$ cat src/rtl/sw_rtz_pkg.sv
package sw_rtz_pkg;

    localparam int CNT_W = 16;

    typedef logic [CNT_W-1:0] cnt_t;

    typedef enum logic [1:0] {
        ST_CMD,
        ST_WDATA,
        ST_RESP,
        ST_SEND
    } ctl_st_e;

    typedef struct packed {
        logic valid;
        logic value;
    } rx_bit_t;

    typedef struct packed {
        logic       wr;
        logic [6:0] addr;
    } cmd_t;

    function automatic cnt_t sat_inc(cnt_t c);
        return (c == '1) ? c : c + 1'b1;
    endfunction

endpackage

$ cat src/rtl/sw_rtz_front.sv
module sw_rtz_front #(
    parameter int FILT_CYC = 8
) (
    input  logic clk,
    input  logic rst,
    input  logic line_in,
    output logic lvl,
    output logic fall,
    output logic rise
);
    localparam int FW = $clog2(FILT_CYC + 1);
    localparam logic [FW-1:0] FLIM = FW'(FILT_CYC - 1);

    logic          s1;
    logic          s2;
    logic          lvl_d;
    logic [FW-1:0] fcnt;

    always_ff @(posedge clk) begin
        if (rst) begin
            s1    <= 1'b1;
            s2    <= 1'b1;
            lvl   <= 1'b1;
            lvl_d <= 1'b1;
            fcnt  <= '0;
        end else begin
            s1    <= line_in;
            s2    <= s1;
            lvl_d <= lvl;
            if (s2 != lvl) begin
                if (fcnt == FLIM) begin
                    lvl  <= s2;
                    fcnt <= '0;
                end else begin
                    fcnt <= fcnt + 1'b1;
                end
            end else begin
                fcnt <= '0;
            end
        end
    end

    assign fall = lvl_d & ~lvl;
    assign rise = ~lvl_d & lvl;

endmodule

$ cat src/rtl/sw_rtz_rxbit.sv
module sw_rtz_rxbit
    import sw_rtz_pkg::*;
#(
    parameter int SAMPLE_CYC = 3750,
    parameter int BREAK_CYC  = 9000,
    parameter int RECOV_CYC  = 1500
) (
    input  logic    clk,
    input  logic    rst,
    input  logic    lvl,
    input  logic    fall,
    input  logic    rise,
    output rx_bit_t bit_ev,
    output logic    brk
);
    localparam cnt_t SAMP_C = cnt_t'(SAMPLE_CYC);
    localparam cnt_t BRK_L  = cnt_t'(BREAK_CYC - 1);
    localparam cnt_t REC_L  = cnt_t'(RECOV_CYC - 1);

    logic armed;
    cnt_t low_cnt;
    cnt_t hi_cnt;

    always_ff @(posedge clk) begin
        if (rst) begin
            armed   <= 1'b1;
            low_cnt <= '0;
            hi_cnt  <= '0;
            bit_ev  <= '0;
            brk     <= 1'b0;
        end else begin
            bit_ev <= '0;
            brk    <= 1'b0;
            if (fall) begin
                low_cnt <= cnt_t'(1);
            end else if (!lvl) begin
                low_cnt <= sat_inc(low_cnt);
            end
            if (!lvl && armed && !fall && low_cnt == BRK_L) begin
                brk   <= 1'b1;
                armed <= 1'b0;
            end
            if (rise && armed) begin
                bit_ev.valid <= 1'b1;
                bit_ev.value <= (low_cnt < SAMP_C);
            end
            if (lvl && !armed) begin
                if (hi_cnt == REC_L) begin
                    armed  <= 1'b1;
                    hi_cnt <= '0;
                end else begin
                    hi_cnt <= hi_cnt + 1'b1;
                end
            end else begin
                hi_cnt <= '0;
            end
        end
    end

endmodule

$ cat src/rtl/sw_rtz_txbit.sv
module sw_rtz_txbit
    import sw_rtz_pkg::*;
#(
    parameter int TX_ONE_CYC  = 2000,
    parameter int TX_ZERO_CYC = 6000,
    parameter int TX_WIN_CYC  = 9500
) (
    input  logic clk,
    input  logic rst,
    input  logic start,
    input  logic value,
    input  logic abort,
    output logic drive_low,
    output logic done
);
    localparam cnt_t ONE_C  = cnt_t'(TX_ONE_CYC);
    localparam cnt_t ZERO_C = cnt_t'(TX_ZERO_CYC);
    localparam cnt_t WIN_L  = cnt_t'(TX_WIN_CYC - 1);

    logic busy;
    logic val_q;
    cnt_t cnt;

    always_ff @(posedge clk) begin
        if (rst) begin
            busy  <= 1'b0;
            val_q <= 1'b0;
            cnt   <= '0;
            done  <= 1'b0;
        end else begin
            done <= 1'b0;
            if (abort) begin
                busy <= 1'b0;
            end else if (start) begin
                busy  <= 1'b1;
                cnt   <= '0;
                val_q <= value;
            end else if (busy) begin
                if (cnt == WIN_L) begin
                    busy <= 1'b0;
                    done <= 1'b1;
                end else begin
                    cnt <= cnt + 1'b1;
                end
            end
        end
    end

    assign drive_low = busy && (cnt < (val_q ? ONE_C : ZERO_C));

endmodule

$ cat src/rtl/sw_rtz_slave.sv
module sw_rtz_slave
    import sw_rtz_pkg::*;
#(
    parameter int FILT_CYC    = 8,
    parameter int SAMPLE_CYC  = 3750,
    parameter int BREAK_CYC   = 9000,
    parameter int RECOV_CYC   = 1500,
    parameter int RESP_CYC    = 9500,
    parameter int TX_ONE_CYC  = 2000,
    parameter int TX_ZERO_CYC = 6000,
    parameter int TX_WIN_CYC  = 9500
) (
    input  logic       clk,
    input  logic       rst,
    input  logic       line_in,
    output logic       line_drive_low,
    output logic [6:0] reg_addr,
    output logic [7:0] reg_wdata,
    output logic       reg_we,
    input  logic [7:0] reg_rdata
);
    localparam cnt_t RESP_L = cnt_t'(RESP_CYC - 1);

    logic    lvl;
    logic    fall;
    logic    rise;
    rx_bit_t bit_ev;
    logic    brk;
    logic    tx_start;
    logic    tx_done;

    ctl_st_e    st;
    logic [6:0] shreg;
    logic [7:0] tx_byte;
    logic [2:0] bitn;
    cnt_t       wait_cnt;
    logic [7:0] rx_byte;
    cmd_t       cmd;

    sw_rtz_front #(.FILT_CYC(FILT_CYC)) i_front (
        .clk(clk), .rst(rst), .line_in(line_in),
        .lvl(lvl), .fall(fall), .rise(rise)
    );

    sw_rtz_rxbit #(
        .SAMPLE_CYC(SAMPLE_CYC), .BREAK_CYC(BREAK_CYC), .RECOV_CYC(RECOV_CYC)
    ) i_rx (
        .clk(clk), .rst(rst), .lvl(lvl), .fall(fall), .rise(rise),
        .bit_ev(bit_ev), .brk(brk)
    );

    sw_rtz_txbit #(
        .TX_ONE_CYC(TX_ONE_CYC), .TX_ZERO_CYC(TX_ZERO_CYC), .TX_WIN_CYC(TX_WIN_CYC)
    ) i_tx (
        .clk(clk), .rst(rst), .start(tx_start), .value(tx_byte[0]),
        .abort(brk), .drive_low(line_drive_low), .done(tx_done)
    );

    assign rx_byte = {bit_ev.value, shreg};
    assign cmd     = cmd_t'(rx_byte);

    always_ff @(posedge clk) begin
        if (rst) begin
            st        <= ST_CMD;
            shreg     <= '0;
            bitn      <= '0;
            wait_cnt  <= '0;
            tx_byte   <= '0;
            tx_start  <= 1'b0;
            reg_addr  <= '0;
            reg_wdata <= '0;
            reg_we    <= 1'b0;
        end else begin
            reg_we   <= 1'b0;
            tx_start <= 1'b0;
            if (brk) begin
                st   <= ST_CMD;
                bitn <= '0;
            end else begin
                case (st)
                    ST_CMD: begin
                        if (bit_ev.valid) begin
                            shreg <= rx_byte[7:1];
                            bitn  <= bitn + 1'b1;
                            if (bitn == 3'd7) begin
                                reg_addr <= cmd.addr;
                                wait_cnt <= '0;
                                st       <= cmd.wr ? ST_WDATA : ST_RESP;
                            end
                        end
                    end
                    ST_WDATA: begin
                        if (bit_ev.valid) begin
                            shreg <= rx_byte[7:1];
                            bitn  <= bitn + 1'b1;
                            if (bitn == 3'd7) begin
                                reg_wdata <= rx_byte;
                                reg_we    <= 1'b1;
                                st        <= ST_CMD;
                            end
                        end
                    end
                    ST_RESP: begin
                        if (wait_cnt == RESP_L) begin
                            tx_byte  <= reg_rdata;
                            tx_start <= 1'b1;
                            bitn     <= '0;
                            st       <= ST_SEND;
                        end else begin
                            wait_cnt <= wait_cnt + 1'b1;
                        end
                    end
                    ST_SEND: begin
                        if (tx_done) begin
                            if (bitn == 3'd7) begin
                                bitn <= '0;
                                st   <= ST_CMD;
                            end else begin
                                bitn     <= bitn + 1'b1;
                                tx_byte  <= {1'b0, tx_byte[7:1]};
                                tx_start <= 1'b1;
                            end
                        end
                    end
                    default: st <= ST_CMD;
                endcase
            end
        end
    end

endmodule

$ cat config.mk
export PLATFORM = sky130hd
export DESIGN_NAME = sw_rtz_slave
export DESIGN_NICKNAME = d
export VERILOG_FILES = /design/src/rtl/sw_rtz_pkg.sv /design/src/rtl/sw_rtz_front.sv /design/src/rtl/sw_rtz_rxbit.sv /design/src/rtl/sw_rtz_txbit.sv /design/src/rtl/sw_rtz_slave.sv
export SDC_FILE = /design/constraint.sdc
export NUM_CORES = 1
export LEC_CHECK = 0
export BUFFER_PORTS_ARGS = -buffer_cell sky130_fd_sc_hd__buf_4
export CAP_MARGIN = 15
export CORE_UTILIZATION = 55
export CTS_BUF_LIST = sky130_fd_sc_hd__clkbuf_4 sky130_fd_sc_hd__clkbuf_8 sky130_fd_sc_hd__clkbuf_16
export DETAILED_ROUTE_END_ITERATION = 7
export PLACE_DENSITY = 0.76
export SETUP_SLACK_MARGIN = 0.2
export SLEW_MARGIN = 20
export SYNTH_ARGS = -nofsm -noshare
export SYNTH_HDL_FRONTEND = slang
export SYNTH_SLANG_ARGS = --single-unit
$ cat constraint.sdc
create_clock -name clk -period 2.75 [get_ports clk]
set_input_delay 0.275 -clock clk [delete_from_list [all_inputs] [get_ports clk]]
set_output_delay 0.275 -clock clk [all_outputs]
set_load 0.05 [all_outputs]
==> results.json, run 1 <==
{
  "htreeDepth": 4,
  "ys_warn_count": 0,
  "fin_crit_sh_pct": 85.9,
  "leakagePower_uw": 0.00227,
  "fmax_mhz": 423,
  "r2r_setup_slack_ns": 0.61,
  "slew_viol_final": 0,
  "drt-initial-drc-count": 336,
  "area_delta_synth_final_pct": 15.4,
  "synthesis.area_um2": 5590,
  "powerDensity_nw_per_um2": 597,
  "period_needed_ns": 2.36,
  "place.gp.congestion": 0.876,
  "synth_area_leaders": "dfxtp_1, a21oi_1, nand2_1, nand3_1, nor2_1",
  "yosysUniqueCellTypes": 65,
  "min_path_type": "input pin to flip-flop",
  "ios": 28,
  "synth_top_area_share_pct": 41.6,
  "cts_tree": "yes",
  "globalRouteTotalUtil_pct": 25.6,
  "drc": 0,
  "avgSynthCellArea_um2": 8.42,
  "hpwl_um": 8510,
  "path_class": "flip-flop to output port",
  "r2r_start": "bitn[0]$_SDFFE_PP0P_",
  "coreArea_um2": 9820,
  "worstPathArrival_ns": 2.09,
  "io_buffers": 27,
  "clock_path_buffers": 2,
  "crit_required_ns": 2.48,
  "viasPerCell": 6.10,
  "numClockSinks": 116,
  "wire_per_inst_um": 15.3,
  "r2r_end": "wait_cnt[8]$_SDFFE_PP0P_",
  "grt_pass1_vias": 4629,
  "start_util_pct": 56.9,
  "vias": 5066,
  "ys_ff_latch": 116,
  "cts_root_buffer": "clkbuf_8",
  "use_met1_pct": 31.9,
  "slowest_stage": "dfxtp_2",
  "endpoint": "line_drive_low",
  "crit_start": "i_tx.cnt[5]$_SDFFE_PP0P_",
  "drt-pass1-iter-count": 5,
  "synth-seq-area-share_pct": 41.6,
  "syn_inst": 663,
  "cts_buffers": 17,
  "rows": 36,
  "grt_overflow": 0,
  "grt.busiest_layer": "met2",
  "hold_viol": 0,
  "setup_viol": 0,
  "grt_antenna_before_repair": 0,
  "synth-async-reset-ratio_pct": 0,
  "synth_nets": 684,
  "met3_usage_pct": 6.58,
  "use_met2_pct": 41.4,
  "crit_path_max_fanout": 6,
  "fin_tns_setup_ns": 0,
  "clock_latency_ns": 0.52,
  "path_cells": "ha_1 > a21o_1 > a31oi_1 > o21bai_1 > a211oi_2 > buf_4",
  "grt_max_degree": 34,
  "tightest_slew_ns": 0.820,
  "fin_util_pct": 65.6,
  "fin_nets": 706,
  "r2r_cells": 6,
  "synthFlopType": "dfxtp_1",
  "start_kind": "flip-flop",
  "status": "finished, final reports clean",
  "max-vdd-ir-drop_uv": 436,
  "rsz0062_at_grt": "no",
  "fin_skew_ns": 0.00565,
  "antenna_left": 0,
  "wl_um": 12700,
  "grt_pass1_wl_um": 21100,
  "num_antenna_cells": 0,
  "layout-drive-gt1-share_pct": 12.3,
  "cap_violations": 0,
  "end_kind": "output port",
  "die_w_um": 103,
  "yosysTopAreaCell": "dfxtp_1",
  "slowest_delay_ns": 0.35,
  "dieHeight_um": 103,
  "clkTransAtPathRegs_ns": 0.06,
  "synth-edff-count": 0,
  "die_area_um2": 10600,
  "relSlewSlack_pct": 45.2
}
## report_power, final
part / switching (uW) / internal [uW]
registers: 0.837 / 1680
clock network: 738 / 1370
logic: 37.7 / 20.2
total: 777 / 3070
## worst max-delay path, delay by kind of cell (launching register included)
family | cells | cell delay (ns)
fa+ha+maj | 1 | 0.29
flops | 1 | 0.35
compound gates | 4 | 0.70
buf+inv | 1 | 0.23
## per-stage QoR
stage	instance area, um^2	hold slack, ns	setup slack, ns	std cells	power, uW
floorplan	5590	0.379	0.252	663	1750
detailed placement	5850	0.415	0.619	798	1780
global placement	5850	0.409	0.707	798	1780
global route	6440	0.0591	0.275	831	3960
CTS	6440	0.0499	0.250	831	3890
finish	6440	0.0737	0.388	831	3850
## routing by layer
metal | share of wire (%) | vias to the layer above
met5 | 0 | -
met4 | 1.7 | 0
met1 | 44 | 2395
met2 | 49 | 172
met3 | 4.7 | 20
li1 | - | 2479
## cells by family (layout without fill, tap and decap cells)
kind of cell    after synthesis  count (layout)  synth area share (%)
buf+inv                      49              84                  3.76
mux                          20              20                  4.21
xor+xnor                     18              18                  2.82
compound gates              151             151                  16.7
fa+ha+maj                    10              10                  2.24
simple gates                299             299                  28.7
flops                       116             116                  41.6
## repair_timing
item / CTS / global route
endpoints found under the hold margin: 1 / 0
buffers inserted: 0 / 0
resized for setup: 0 / 2
endpoints found under the setup margin: 0 / 1
hold buffers: 1 / 0
## worst min path at each step
stage,startpoint,end,slack [ns],cells after the start
4_1_cts,reg_rdata[7],tx_byte[7]$_SDFFE_PP0P_,0.05,3
6_report,reg_rdata[7],tx_byte[7]$_SDFFE_PP0P_,0.07,3
2_1_floorplan,line_in,i_front.s1$_SDFF_PP1_,0.38,1
3_5_place_dp,i_front.s1$_SDFF_PP1_,i_front.s2$_SDFF_PP1_,0.41,1
3_3_place_gp,i_front.s1$_SDFF_PP1_,i_front.s2$_SDFF_PP1_,0.41,1
5_1_grt,reg_rdata[7],tx_byte[7]$_SDFFE_PP0P_,0.06,3
## cells in the mapped netlist (all sizes together), types with 12 or more instances
cell type / n
nand4: 13
buf: 13
dfxtp: 116
nor4: 15
inv: 19
or3: 20
nor2: 50
xnor2: 15
nor3: 12
clkbuf: 17
nand3: 38
mux2i: 13
o21ai: 30
a21oi: 68
nand2: 76
or4: 12
## state kept, by name, summed over array words and instances (netlist names), 3 cells and up
| signal | flops |
|---|---|
| bitn | 3 |
| i_front.fcnt | 4 |
| wait_cnt | 16 |
| reg_wdata | 8 |
| tx_byte | 8 |
| shreg | 7 |
| i_tx.cnt | 16 |
| reg_addr | 7 |
| i_rx.hi_cnt | 16 |
| i_rx.low_cnt | 16 |
## final cells by class
type	count	area, um^2
multi-input combinational	498	3060
clock inverter	10	105
sequential	116	2320
fill	868	3370
clock buffer	22	470
inverter	19	71.3
tap	133	166
timing repair buffer	33	250
## cells in the final DEF, fill, tap and decap left out, drive strengths merged, types with 11 or more instances in the layout
master	count
dfxtp	116
nand2	76
a21oi	68
nor2	50
nand3	38
buf	32
o21ai	30
clkbuf	22
or3	20
inv	19
nor4	15
xnor2	15
nand4	13
mux2i	13
or4	12
nor3	12
nor2b	11
No activity file was read; power rests on OpenSTA's default activity.
==> inputs of run 2 (changes only) <==
CORE_UTILIZATION = 61   (was 55)
PLACE_DENSITY = 0.82   (was 0.76)
==> run 2 against run 1 <==
Effect of this change: the run now ends with DRC left; fmax is 3.3% lower; die area is 9.6% lower; critical path depth stayed put; critical path type unchanged; critical endpoint unchanged; largest cell class unchanged.
==> results.json, run 2 (synthesized netlist as in run 1, its figures left out) <==
{
  "final_common_cell": "dfxtp_1",
  "layout-drive-gt1-share_pct": 12.3,
  "dieHeight_um": 97.7,
  "antenna_left": 0,
  "min_path_type": "input pin to flip-flop",
  "wl_um": 13500,
  "status": "finished, violations left",
  "fin_tns_setup_ns": 0,
  "start_kind": "flip-flop",
  "worstPathArrival_ns": 2.17,
  "final_cells": 806,
  "drt-pass1-iter-count": 7,
  "crit_path_max_fanout": 3,
  "hpwl_um": 8910,
  "slowest_stage": "dfxtp_1",
  "grt_antenna_before_repair": 0,
  "clkTransAtPathRegs_ns": 0.06,
  "clock_latency_ns": 0.52,
  "final_cell_area_um2": 6430,
  "htreeDepth": 4,
  "relSlewSlack_pct": 48.2,
  "cts_setup_buffers": 0,
  "r2r_cells": 5,
  "crit_required_ns": 2.48,
  "top_layer_used": "met4",
  "rsz0062_at_grt": "no",
  "path_class": "flip-flop to output port",
  "whs_path_depth": 3,
  "grt_max_degree": 42,
  "fin_crit_sh_pct": 88.9,
  "start_util_pct": 63.4,
  "r2r_end": "i_rx.hi_cnt[2]$_SDFF_PP0_",
  "die_area_um2": 9540,
  "area_delta_synth_final_pct": 15.2,
  "fmax_mhz": 409,
  "path_cells": "ha_1 > a21o_1 > a31oi_2 > o21bai_1 > a211oi_1 > buf_4",
  "max-vdd-ir-drop_uv": 388,
  "wl_met2_um": 6410,
  "clock_path_buffers": 2,
  "slowest_delay_ns": 0.39,
  "grt_pass1_wl_um": 22800,
  "hold_viol": 0,
  "drc": 10,
  "viasPerCell": 6.37,
  "cts_buffers": 17,
  "period_needed_ns": 2.44,
  "rows": 34,
  "wire_per_inst_um": 16.8,
  "coreArea_um2": 8810,
  "min_to": "tx_byte[7]$_SDFFE_PP0P_",
  "wl_met3_um": 954,
  "fillers": 649,
  "cap_violations": 0,
  "wl_met1_um": 5760,
  "cts_tree": "yes",
  "numClockSinks": 116,
  "ios": 28,
  "place_area_um2": 5820,
  "io_buffers": 27,
  "tightest_slew_ns": 0.776,
  "leakagePower_uw": 0.00227,
  "hp-start": "reg_rdata[7]",
  "violations": "DRC",
  "die_w_um": 97.7,
  "grt_overflow": 0,
  "placed_cells": 773,
  "place.gp.congestion": 0.970,
  "num_antenna_cells": 0,
  "slew_viol_final": 0,
  "final_cell_mix": "dfxtp_1, nand2_1, a21oi_1, nor2_1, nand3_1",
  "r2r_setup_slack_ns": 0.52,
  "grt_pass1_vias": 4845,
  "fin_nets": 706,
  "powerDensity_nw_per_um2": 612,
  "vias": 5131,
  "globalRouteTotalUtil_pct": 29.8,
  "end_kind": "output port",
  "r2r_start": "i_rx.hi_cnt[0]$_SDFF_PP0_",
  "drt-initial-drc-count": 425,
  "fin_skew_ns": 0.00933,
  "setup_viol": 0,
  "cts_root_buffer": "clkbuf_8",
  "whs_ns": 0.0426
}
run 2: worst max path at each step:
stage	slack, ns	to	from
floorplan	0.25	line_drive_low	i_tx.cnt[5]$_SDFFE_PP0P_
global placement	0.72	wait_cnt[8]$_SDFFE_PP0P_	bitn[0]$_SDFFE_PP0P_
detailed placement	0.56	i_rx.hi_cnt[6]$_SDFF_PP0_	i_rx.hi_cnt[0]$_SDFF_PP0_
CTS	0.25	line_drive_low	i_tx.cnt[5]$_SDFFE_PP0P_
global route	0.23	line_drive_low	i_tx.cnt[5]$_SDFFE_PP0P_
finish	0.31	line_drive_low	i_tx.val_q$_SDFFE_PP0P_
run 2: repair_timing:
item	in CTS	in global routing
endpoints found under the hold margin	1	0
resized for setup	0	2
hold buffers	1	0
endpoints found under the setup margin	0	1
run 2: layout make-up:
| cell class | count | area, um^2 | share of cell area, % |
|---|---|---|---|
| Sequential cell | 116 | 2320 | 36.1 |
| Inverter | 19 | 71.3 | 1.11 |
| Tap cell | 108 | 135 | 2.10 |
| Clock buffer | 19 | 435 | 6.77 |
| Clock inverter | 13 | 159 | 2.47 |
| Multi-Input combinational cell | 498 | 3060 | 47.5 |
| Timing Repair Buffer | 33 | 250 | 3.89 |
run 2: per-layer routing:
| metal | vias up | GRT usage, % |
|---|---|---|
| met2 | 218 | 48.2 |
| li1 | 2475 | - |
| met1 | 2394 | 37.1 |
| met4 | 0 | 15.2 |
| met3 | 44 | 6.98 |
| met5 | - | 0 |
run 2: power breakdown:
| part | leakage [uW] | internal, uW | total (uW) | switching, uW |
|---|---|---|---|---|
| registers | 0.000935 | 1680 | 1680 | 0.903 |
| logic | 0.00105 | 20.3 | 58.5 | 38.3 |
| clock network | 0.000287 | 1410 | 2190 | 784 |
run 2: critical path, delay by kind of cell (launching register included):
kind / cells / cell delay (ns)
compound gates: 4 / 0.76
flops: 1 / 0.39
fa+ha+maj: 1 / 0.26
buf+inv: 1 / 0.25
run 2: stage by stage:
stage	setup slack (ns)	util (%)	total power (uW)
2_1_floorplan	0.252	-	1750
3_3_place_gp	0.717	66.1	1780
3_5_place_dp	0.556	66.1	1780
4_1_cts	0.254	73.0	3960
5_1_grt	0.229	73.1	4040
6_report	0.306	73.1	3930
==> inputs of run 3 (changes only) <==
ABC_AREA = 1   (was not set)
CAP_MARGIN = 25   (was 15)
==> run 3 against run 2 <==
Effect of this change: the flow now finishes without violations; combinational power is 3% lower; synthesized cell count increased by 37%; critical path depth is 1 higher; global-route usage fell by 2.3 points; hold slack better by 0.078 ns; critical endpoint unchanged; largest cell class unchanged; largest power group unchanged.
==> results.json, run 3 <==
{
  "fin_tns_setup_ns": 0,
  "r2r_start": "st[1]$_SDFFE_PP0P_",
  "period_needed_ns": 2.31,
  "p_total_uw": 4040,
  "whs_path_depth": 5,
  "whs_ns": 0.120,
  "r2r_end": "wait_cnt[1]$_SDFFE_PP0P_",
  "clock_path_buffers": 2,
  "worstPathArrival_ns": 2.04,
  "viasPerCell": 5.25,
  "grt_max_degree": 32,
  "wire_per_inst_um": 12.0,
  "cts_tree": "yes",
  "hpwl_um": 8640,
  "globalRouteTotalUtil_pct": 27.6,
  "area_delta_synth_final_pct": 14.1,
  "synthesis.area_um2": 6060,
  "tightest_slew_ns": 0.648,
  "drt-pass1-iter-count": 5,
  "dieHeight_um": 102,
  "synth-seq-area-share_pct": 38.3,
  "numClockSinks": 116,
  "rsz0062_at_grt": "no",
  "status": "finished, final reports clean",
  "synth_area_leaders": "dfxtp_1, nand2_1, nor2_1, nand3_1, inv_1",
  "grt_pass1_vias": 5217,
  "end_kind": "output port",
  "multi_input_comb_area_um2": 3210,
  "path_class": "flip-flop to output port",
  "antenna_left": 0,
  "die_w_um": 102,
  "setup_viol": 0,
  "cts_root_buffer": "clkbuf_8",
  "grt_overflow": 0,
  "ios": 28,
  "hold_buffers": 1,
  "hold_viol": 0,
  "synth_compound_area_share_pct": 9.37,
  "ys_warn_count": 0,
  "final_common_cell": "nand2_1",
  "cts_setup_buffers": 0,
  "synth_nets": 927,
  "place.gp.congestion": 0.887,
  "final_cell_mix": "nand2_1, nor2_1, dfxtp_1, inv_1, nand3_1",
  "leakagePower_uw": 0.00263,
  "clkTransAtPathRegs_ns": 0.06,
  "fillers": 825,
  "avgSynthCellArea_um2": 6.69,
  "syn_inst": 906,
  "slew_viol_final": 0,
  "r2r_setup_slack_ns": 0.69,
  "min_to": "tx_byte[7]$_SDFFE_PP0P_",
  "synth_xor_area_share_pct": 3.18,
  "fin_skew_ns": 0.00880,
  "synth_top_area_share_pct": 38.3,
  "crit_path_max_fanout": 7,
  "grt_pass1_wl_um": 22600,
  "cts_buffers": 17,
  "relSlewSlack_pct": 56.8,
  "num_antenna_cells": 0,
  "start_kind": "flip-flop",
  "r2r_cells": 8,
  "io_buffers": 27,
  "synth.most_common_cell": "nand2_1",
  "drt-initial-drc-count": 314,
  "rows": 36,
  "coreArea_um2": 9680,
  "layout-drive-gt1-share_pct": 11.1,
  "synth_common_cells": "nand2_1, nor2_1, dfxtp_1, inv_1, nand3_1",
  "area.sequential_um2": 2320,
  "die_area_um2": 10300,
  "ys_ff_latch": 116,
  "synth_top_family_by_area": "simple AND/OR/NAND/NOR gates",
  "yosysTopAreaCell": "dfxtp_1",
  "synthFlopType": "dfxtp_1",
  "ctsResizeCount": 0,
  "yosys.area_share.simple_pct": 38.4,
  "cap_violations": 0,
  "synth-edff-count": 0,
  "crit_required_ns": 2.48,
  "vias": 5661,
  "powerDensity_nw_per_um2": 584,
  "min_path_type": "input pin to flip-flop",
  "synth_fa_ha_area_share_pct": 2.06,
  "start_util_pct": 62.6,
  "drc": 0,
  "fmax_mhz": 433,
  "clock_latency_ns": 0.52,
  "synthMuxAreaShare_pct": 0,
  "grt_antenna_before_repair": 0,
  "max-vdd-ir-drop_uv": 381,
  "hp-start": "reg_rdata[7]",
  "yosysUniqueCellTypes": 36,
  "wl_um": 13000,
  "htreeDepth": 4,
  "synth-async-reset-ratio_pct": 0,
  "fin_crit_sh_pct": 84.0,
  "fin_nets": 953
}
## run 3: cell count changes after synthesis, sizes merged, moves of 12 or more
cell and change:
mux2i -13, o21ai +14, nor2 +131, a21oi -13, inv +80, nor4 -13, nand3 +49, or4 -12
nand2 +145, or3 -20, xor2 +13
## run 3: kinds of logic after synthesis
group | Yosys count
AOI/OAI and AO/OA | 105
and+or+nand+nor | 531
buffers and inverters | 122
adders and majority gates | 10
DFF | 116
xor gates and xnor gates | 22
## run 3: worst max-delay path: stages (launching register included)
cell	delay (ns)
dfxtp_1	0.44
ha_1	0.27
a21oi_1	0.14
nor2_1	0.04
o21ai_0	0.17
nand2_1	0.07
a21oi_1	0.15
buf_4	0.22
## run 3: area by class of cell
type | count | area share [%]
multi-input cells | 668 | 46.4
flip-flops and latches | 116 | 33.6
clock buffers | 18 | 6.10
inverters | 100 | 5.43
repair buffers | 29 | 3.18
clock inverters | 14 | 2.88
well taps | 133 | 2.41
## run 3: metrics by stage
| stage | area [um^2] | util (%) | worst slack, ns | cells |
|---|---|---|---|---|
| global placement | 6290 | 64.9 | 0.834 | 1045 |
| CTS | 6920 | 71.4 | 0.425 | 1078 |
| floorplan | 6060 | - | 0.716 | 906 |
| global route | 6920 | 71.4 | 0.337 | 1078 |
| detailed placement | 6290 | 64.9 | 0.737 | 1045 |
| finish | 6920 | 71.4 | 0.439 | 1078 |
## run 3: per-layer routing
metal / global-route usage [%] / up-vias / routed length, um
li1: - / 2955 / -
met1: 32.6 / 2540 / 5770
met2: 46.8 / 131 / 6310
met3: 7.66 / 35 / 616
met4: 11.7 / 0 / 274
met5: 0 / - / 0
## run 3: where the power goes
part,switching (uW),total (uW),internal [uW]
clock network,810,2300,1490
logic,36.4,57.0,20.6
registers,0.846,1680,1680
total,848,4040,3200
## run 3: worst max path at each step
| stage | startpoint | end | cells after the start |
|---|---|---|---|
| 2_1_floorplan | i_tx.cnt[5]$_SDFFE_PP0P_ | line_drive_low | 6 |
| 3_3_place_gp | st[1]$_SDFFE_PP0P_ | wait_cnt[12]$_SDFFE_PP0P_ | 8 |
| 3_5_place_dp | st[1]$_SDFFE_PP0P_ | wait_cnt[15]$_SDFFE_PP0P_ | 8 |
| 4_1_cts | i_tx.cnt[5]$_SDFFE_PP0P_ | line_drive_low | 7 |
| 5_1_grt | i_tx.cnt[5]$_SDFFE_PP0P_ | line_drive_low | 7 |
| 6_report | i_tx.cnt[5]$_SDFFE_PP0P_ | line_drive_low | 7 |
